`src/rtl/xbar_pkg.sv`:
```
`timescale 1ns/1ps
package xbar_pkg;
    typedef enum logic {
        XB_RUN = 1'b0,
        XB_CFG = 1'b1
    } xb_mode_e;
endpackage

```
`src/rtl/xbar_row.sv`:
```
`timescale 1ns/1ps
module xbar_row #(
    parameter int C   = 32,
    parameter int W   = 8,
    parameter int CW  = 2
) (
    input  logic         clk,
    input  logic         rst_n,
    input  logic         wr_en,
    input  logic [CW-1:0] chunk,
    input  logic [W-1:0] data,
    input  logic         acc_wr,
    input  logic         acc_val,
    output logic [C-1:0] bits_o,
    output logic         acc_o
);
    localparam int NCH = C / W;

    typedef struct packed {
        logic [C-1:0] bits;
        logic         acc;
    } row_t;

    row_t         row_d, row_q;
    logic [C-1:0] bits_nx;

    for (genvar k = 0; k < NCH; k++) begin : g_chunk
        assign bits_nx[k*W +: W] = (wr_en && chunk == CW'(k)) ? data : row_q.bits[k*W +: W];


        untouched_chunk_chk: assert property (@(posedge clk) disable iff (!rst_n)
            (!wr_en || chunk != CW'(k)) |=> $stable(row_q.bits[k*W +: W]));


        chunk_load_chk: assert property (@(posedge clk) disable iff (!rst_n)
            (wr_en && chunk == CW'(k)) |=> (row_q.bits[k*W +: W] == $past(data)));
    end

    always_comb begin
        row_d      = row_q;
        row_d.bits = bits_nx;
        if (wr_en && acc_wr) begin
            row_d.acc = acc_val;
        end
    end

    always_ff @(posedge clk or negedge rst_n) begin
        if (!rst_n) begin
            row_q <= '0;
        end else begin
            row_q <= row_d;
        end
    end

    assign bits_o = row_q.bits;
    assign acc_o  = row_q.acc;


    acc_keep_chk: assert property (@(posedge clk) disable iff (!rst_n)
        !(wr_en && acc_wr) |=> $stable(acc_o));
endmodule

```
`src/rtl/xbar_colsum.sv`:
```
`timescale 1ns/1ps
module xbar_colsum #(
    parameter int R = 12,
    parameter int C = 32
) (
    input  logic [R-1:0] in_vec,
    input  logic [C-1:0] mat [R],
    input  logic [R-1:0] acc_col,
    output logic [C-1:0] col_o,
    output logic         acc_o
);
    for (genvar j = 0; j < C; j++) begin : g_col
        logic [R-1:0] hit;
        for (genvar i = 0; i < R; i++) begin : g_row
            assign hit[i] = in_vec[i] & mat[i][j];
        end
        assign col_o[j] = |hit;
    end

    assign acc_o = |(in_vec & acc_col);
endmodule

```
`src/rtl/bool_xbar.sv`:
```
`timescale 1ns/1ps
module bool_xbar
    import xbar_pkg::*;
#(
    parameter int R = 12,
    parameter int C = 32,
    parameter int W = 8,
    localparam int NCH = C / W,
    localparam int CW  = (NCH > 1) ? $clog2(NCH) : 1,
    localparam int RW  = (R > 1) ? $clog2(R) : 1
) (
    input  logic          clk,
    input  logic          rst_n,
    input  logic          cfg_we,
    input  logic [RW-1:0] cfg_row,
    input  logic [CW-1:0] cfg_chunk,
    input  logic [W-1:0]  cfg_data,
    input  logic          cfg_acc_wr,
    input  logic          cfg_acc_val,
    input  logic [R-1:0]  in_vec,
    output logic [C-1:0]  out_vec,
    output logic          out_acc
);
    typedef struct packed {
        logic [C-1:0] out;
        logic         acc;
    } obs_t;

    xb_mode_e     mode;
    logic [R-1:0] row_wr;
    logic [C-1:0] mat [R];
    logic [R-1:0] acc_col;
    logic [C-1:0] col_sum;
    logic         acc_sum;
    obs_t         obs_d, obs_q;

    assign mode = xb_mode_e'(cfg_we);

    for (genvar i = 0; i < R; i++) begin : g_row
        assign row_wr[i] = (mode == XB_CFG) && (cfg_row == RW'(i));

        xbar_row #(.C(C), .W(W), .CW(CW)) row_i (
            .clk     (clk),
            .rst_n   (rst_n),
            .wr_en   (row_wr[i]),
            .chunk   (cfg_chunk),
            .data    (cfg_data),
            .acc_wr  (cfg_acc_wr),
            .acc_val (cfg_acc_val),
            .bits_o  (mat[i]),
            .acc_o   (acc_col[i])
        );
    end

    xbar_colsum #(.R(R), .C(C)) colsum_i (
        .in_vec  (in_vec),
        .mat     (mat),
        .acc_col (acc_col),
        .col_o   (col_sum),
        .acc_o   (acc_sum)
    );

    always_comb begin
        obs_d = obs_q;
        if (mode == XB_RUN) begin
            obs_d.out = col_sum;
            obs_d.acc = acc_sum;
        end
    end

    always_ff @(posedge clk or negedge rst_n) begin
        if (!rst_n) begin
            obs_q <= '0;
        end else begin
            obs_q <= obs_d;
        end
    end

    assign out_vec = obs_q.out;
    assign out_acc = obs_q.acc;


    hold_cfg_chk: assert property (@(posedge clk) disable iff (!rst_n)
        cfg_we |=> ($stable(out_vec) && $stable(out_acc)));


    zero_in_chk: assert property (@(posedge clk) disable iff (!rst_n)
        (!cfg_we && in_vec == '0) |=> (out_vec == '0 && !out_acc));


    oob_row_chk: assert property (@(posedge clk) disable iff (!rst_n)
        (int'(cfg_row) >= R) |-> (row_wr == '0));


    row_onehot_chk: assert property (@(posedge clk) disable iff (!rst_n)
        $onehot0(row_wr));
endmodule

```
`config.mk`:
```
export PLATFORM = sky130hd
export DESIGN_NAME = bool_xbar
export DESIGN_NICKNAME = d
export VERILOG_FILES = /design/src/rtl/xbar_pkg.sv /design/src/rtl/xbar_row.sv /design/src/rtl/xbar_colsum.sv /design/src/rtl/bool_xbar.sv
export SDC_FILE = /design/constraint.sdc
export NUM_CORES = 1
export LEC_CHECK = 0
export BUFFER_PORTS_ARGS = -buffer_cell sky130_fd_sc_hd__buf_2
export CAP_MARGIN = 20
export CELL_PAD_IN_SITES_DETAIL_PLACEMENT = 0
export CELL_PAD_IN_SITES_GLOBAL_PLACEMENT = 1
export CORE_MARGIN = 3
export CORE_UTILIZATION = 40
export CTS_CLUSTER_DIAMETER = 150
export CTS_CLUSTER_SIZE = 10
export DETAILED_ROUTE_END_ITERATION = 8
export PLACE_DENSITY = 0.67
export SYNTH_ARGS = -nofsm -noshare
export SYNTH_HDL_FRONTEND = slang
export SYNTH_SLANG_ARGS = --single-unit
```
`constraint.sdc`:
```
create_clock -name clk -period 1.2 [get_ports clk]
set_clock_uncertainty 0.1 [all_clocks]
set_input_delay 0.24 -clock clk [delete_from_list [all_inputs] [get_ports clk]]
set_output_delay 0.24 -clock clk [all_outputs]
set_load 0.01 [all_outputs]
```
# Word level (Yosys, flattened, before mapping)
# Cells that the tools add are included.
# Widths: inputs -> output; s select.
word_totals:
  inputBits: 31
  output_inout_bits: 33
  word_cells: 568
  regBits: 429
classes:
  eq_ne: 14
  reduce_logical: 107
  n_bitwise: 385
ops:
  columns: ["op", "count"]
  rows:
  - ["$reduce_or 12->1", 33]
  - ["$and 1x1->1", 384]
  - ["$logic_and 1x1->1", 72]
  - ["$eq 4x3->1 const B", 4]
  - ["$eq 4x4->1 const B", 4]
  - ["$and 12x12->12", 1]
  - ["$eq 4x2->1 const B", 2]
  - ["$eq 2x2->1 const B", 2]
  - ["$eq 4x1->1 const B", 1]
  - ["$logic_not 4->1", 1]
  - ["$eq 2x1->1 const B", 1]
  - ["$logic_not 2->1", 1]

# Longest topological paths before layout
depth:
  depth_word: 3
  ltp_mapped: 6
  depth_no_buf: 3

# Modules after synthesis
# A second synthesis with hierarchy kept.
hier_totals:
  hier_cells: 1218
  area_unflattened_um2: 18830.6
by_module_without_submodules:
  columns: ["mod", "area_each_um2", "cells_each", "seq_area_each_um2", "instances"]
  rows:
  - ["xbar_row", 1239.9, 71, 825.8, 12]
  - ["xbar_colsum", 2635.0, 278, 0.0, 1]
  - ["bool_xbar", 1316.3, 88, 825.8, 1]

# Worst setup path after synthesis
# OpenSTA, ideal clock, no wires.
synth_path:
  path_kind: "input port to flip-flop"
  from: "input port cfg_chunk[1]"
  to: "register g_row[3].row_i.row_q (netlist bit g_row[3].row_i.bits_o[0])"
  cell_stages: 5
  n_path_buf: 2
  path_slack_ns: -0.584
  t_arrival_ns: 1.560
  required_ns: 0.975
  setup_time_ns: 0.125
  cell_sequence: "buf_2 > or2_2 > buf_4 > nor3_4 > mux2_2"
synth_between:
  elab_chain_cells: 2
synth_rtl:
  columns: ["element", "line", "text"]
  rows:
  - ["from (decl)", "bool_xbar.sv:16", "input logic [CW-1:0] cfg_chunk,"]
  - ["$logic_not 2->1", "xbar_row.sv:28", "assign bits_nx[k*W +: W] = (wr_en && chunk == CW'(k)) ? data : row_q.bits[k*W +: W];"]
  - ["$logic_and 1x1->1", "xbar_row.sv:28", null]
  - ["to (signal assigned)", "xbar_row.sv:51", "row_q <= row_d;"]
  - ["to (decl)", "xbar_row.sv:24", "row_t row_d, row_q;"]
# Every way passes these cells.
# A chain may end at the register's enable or synchronous reset.

# Worst setup path in the final report
layout_path:
  from: "register g_row[3].row_i.row_q (netlist bit g_row[3].row_i.bits_o[5])"
  to: "register obs_q (netlist bit out_vec[5])"
layout_between:
  elab_chain_cells: 2
layout_rtl:
  columns: ["element", "line", "text"]
  rows:
  - ["$and 1x1->1", "xbar_colsum.sv:15", "assign hit[i] = in_vec[i] & mat[i][j];"]
  - ["$reduce_or 12->1", "xbar_colsum.sv:17", "assign col_o[j] = |hit;"]
  - ["to (signal assigned)", "bool_xbar.sv:75", "obs_q <= obs_d;"]
  - ["to (decl)", "bool_xbar.sv:35", "obs_t obs_d, obs_q;"]
# Every way passes these cells.

==> reports/results.ini <==
[synthesis]
synthFlopType=dfrtp_1
synth_async_sr_flop_share_pct=100.0
synth_cell_types=32
syn-num-nets=1352
syn_inst=1321
ys_ff_latch=429
synth_top_family_by_area=multiplexers
synth_area_leaders=dfrtp_1, mux2_2, a22oi_1
synthSimpleGateAreaFrac_pct=5.275
yosysTopAreaCell=dfrtp_1
synth.top_cells.by_count=dfrtp_1, mux2_2, clkbuf_1
synth_most_common_cell=dfrtp_1
synth_xor_area_share_pct=0
seq_area_frac_synth_pct=57.58
yosysTopAreaCellShare_pct=57.58
synth_compound_area_share_pct=9.966
syn_avg_cell_area_sq_um=14.11
yosysWarnings=0
synth_edf_count=0
synthAdderAreaFrac_pct=0
muxShareOfSynthArea_pct=23.92
synth_area_sq_um=18640

[floorplanning]
start_util_pct=40.82
die_area_sq_um=49240
num_io_pins=64
std_cell_rows=78
core-area_sq_um=45670
die_h_microns=221.9
die_x_microns=221.9

[power]
total_leakage_power_nw=11.82
p_per_area_nw_per_um2=1535
power_mw=38.20
ir_drop_v=0.001295

[global_route]
busiest_layer=met2
overflow=0
use_met1_pct=31.50
grt_util_met3_pct=4.025
grt_max_degree=67
first_global_vias=13080
grtUsageMet2_pct=34.52
antenna_found_initial=1
track_usage_pct=22.06
grt_pass1_wl_microns=83940

[route]
totalWireLength_microns=54610
drtAntennaViolNets=0
post_drt_wl_per_cell_microns=25.43
drt-pass1-iter-count=5
drt_iter0_drc=1039
drc=0
via_per_inst=5.780
num_vias=12416

[worst_hold_path]
holdCritPathClass=input pin to asynchronous set/reset pin

[final_layout]
layout-drive-gt1-share_pct=54.82
final_core_util_pct=54.48
final_nets=1578
syn2layout_area_growth_pct=33.47
multi_input_area_sq_um=8795
fillCellCount=3648
seq_area_sq_um=10740

[cts]
clock-sinks=429
clk_pin_slew_ns=0.06
root_buffer=clkbuf_16
clk_path_buf_depth=3
clkLatencyLatePin_ns=0.56
cts_buffers=48
htree_levels=2
tritoncts=done

[timing]
period_minus_slack_ns=1.576
tightest_slew_ns=0.4690
finalCritPeriodShare_pct=131.4
setup_viol=84
grt_setup_unrepaired=true
fmax_mhz=634.3
drv_slew=0
layout_setup_ws_ns=-0.3764
relSlewSlack_pct=68.74
hold_viol=0

[setup_path]
path_cells=a222oi_1 -> buf_4 -> and3_4 -> a32oi_1
critPathBufInv=1
crit_slowest_cell=a222oi_1
worst_ep_arrival_time_ns=1.91
end_kind=register
r2r-start=g_row[3].row_i.bits_o[5]$_DFFE_PN0P_
critPathMaxStageDelay_ns=0.47
critPathTopFamily=compound AO/OA/AOI/OAI gates
cp-startpoint=g_row[3].row_i.bits_o[5]$_DFFE_PN0P_
worst-path-max-fanout=2
worstPathRequired_ns=1.54
critical_path_class=register to register
startpoint_type=register

[placement]
dp_slack_ns=-0.7037
io_buffer_count=63
detailed_place_hpwl_microns=35970
place.gp.congestion=0.7796

[run]
drv_cap=0

[run_status]
status=complete, but fails checks
violations=setup timing

## layout make-up
cell class | instances | area share, %
Tap cell | 600 | 3.017
Inverter | 33 | 0.4978
Sequential cell | 429 | 43.16
Antenna cell | 1 | 0.01006
Multi-Input combinational cell | 740 | 35.34
Clock buffer | 50 | 4.942
Timing Repair Buffer | 295 | 13.03
## placed cells by master (no fill, tap or decap), types with 13 or more instances in the layout
cell type and n:
dfrtp_1 425, mux2_4 252, mux2_2 143, buf_4 141
buf_12 81, a22oi_1 66, clkbuf_16 50, buf_2 44
a222oi_1 33, a22o_1 33, a21oi_1 33, inv_1 33
a32oi_1 32, a221oi_2 29, nor3_4 27, buf_6 20
nand3_4 19, and3_1 18, and3_4 13
## kinds of logic after synthesis
| logic type | count (synthesis) |
|---|---|
| flip-flops | 429 |
| buffers and inverters | 152 |
| multiplexers | 396 |
| AO/OA/AOI/OAI | 231 |
| AND/OR/NAND/NOR | 113 |
## worst paths after layout
| kind | slack [ns] | cells after the start | endpoint |
|---|---|---|---|
| worst min register to register | 0.40 | 1 | g_row[11].row_i.bits_o[30]$_DFFE_PN0P_ |
| max in group asynchronous | 0.32 | 3 | g_row[1].row_i.bits_o[26]$_DFFE_PN0P_ |
| min in group clk | 0.03 | 2 | g_row[5].row_i.bits_o[21]$_DFFE_PN0P_ |
| worst max-delay path | -0.38 | 4 | out_vec[5]$_DFFE_PN0N_ |
| worst min-delay path | 0.03 | 2 | g_row[7].row_i.bits_o[20]$_DFFE_PN0P_ |
| worst max register to register | -0.38 | 4 | out_vec[5]$_DFFE_PN0N_ |
## worst register-to-register path, delay by kind of cell (launching register included)
family	cells	cell delay [ns]
buf+inv	1	0.19
simple gates	1	0.20
compound gates	2	0.57
flops	1	0.38
## per-stage QoR
step | cell area, sq um | hold WS, ns | TNS, ns | std cells
finish | 24890 | 0.02804 | -12.72 | 2148
global route | 24890 | 0.03472 | -15.92 | 2148
CTS | 24640 | 0.0001473 | -14.16 | 2134
detailed placement | 23060 | 0.02116 | -222.31 | 2060
global placement | 23060 | 0.02019 | -218.59 | 2060
floorplan | 20420 | -0.1556 | -158.99 | 1321
## per-layer routing
metal | vias up | routed length [microns]
met2 | 322 | 25470
li1 | 5418 | -
met4 | 0 | 1335
met1 | 6603 | 25040
met5 | - | 0
met3 | 73 | 2763
## registers in the layout, summed over array words and instances, names as in the netlist
signal and count:
out_acc 1, g_row.row_i.bits_o 384, out_vec 32, g_row.row_i.acc_o 12
## power breakdown
part | switching, mW | internal, mW | leakage [nW] | total, mW
Sequential | 1.33 | 16.6 | 5.62 | 17.9
Clock | 5.43 | 7.13 | 0.605 | 12.6
Combinational | 3.17 | 4.54 | 5.60 | 7.71
Total | 9.93 | 28.3 | 11.8 | 38.2
## what timing repair did
action	CTS	global route
resized for setup	38	35
hold buffers	4	0
endpoints found under the setup margin	114	158
hold endpoints to repair	443	0
gates cloned	0	1
pin swaps	54	28
setup buffers	20	13
Note: power is estimated with default switching activity, not from simulation.
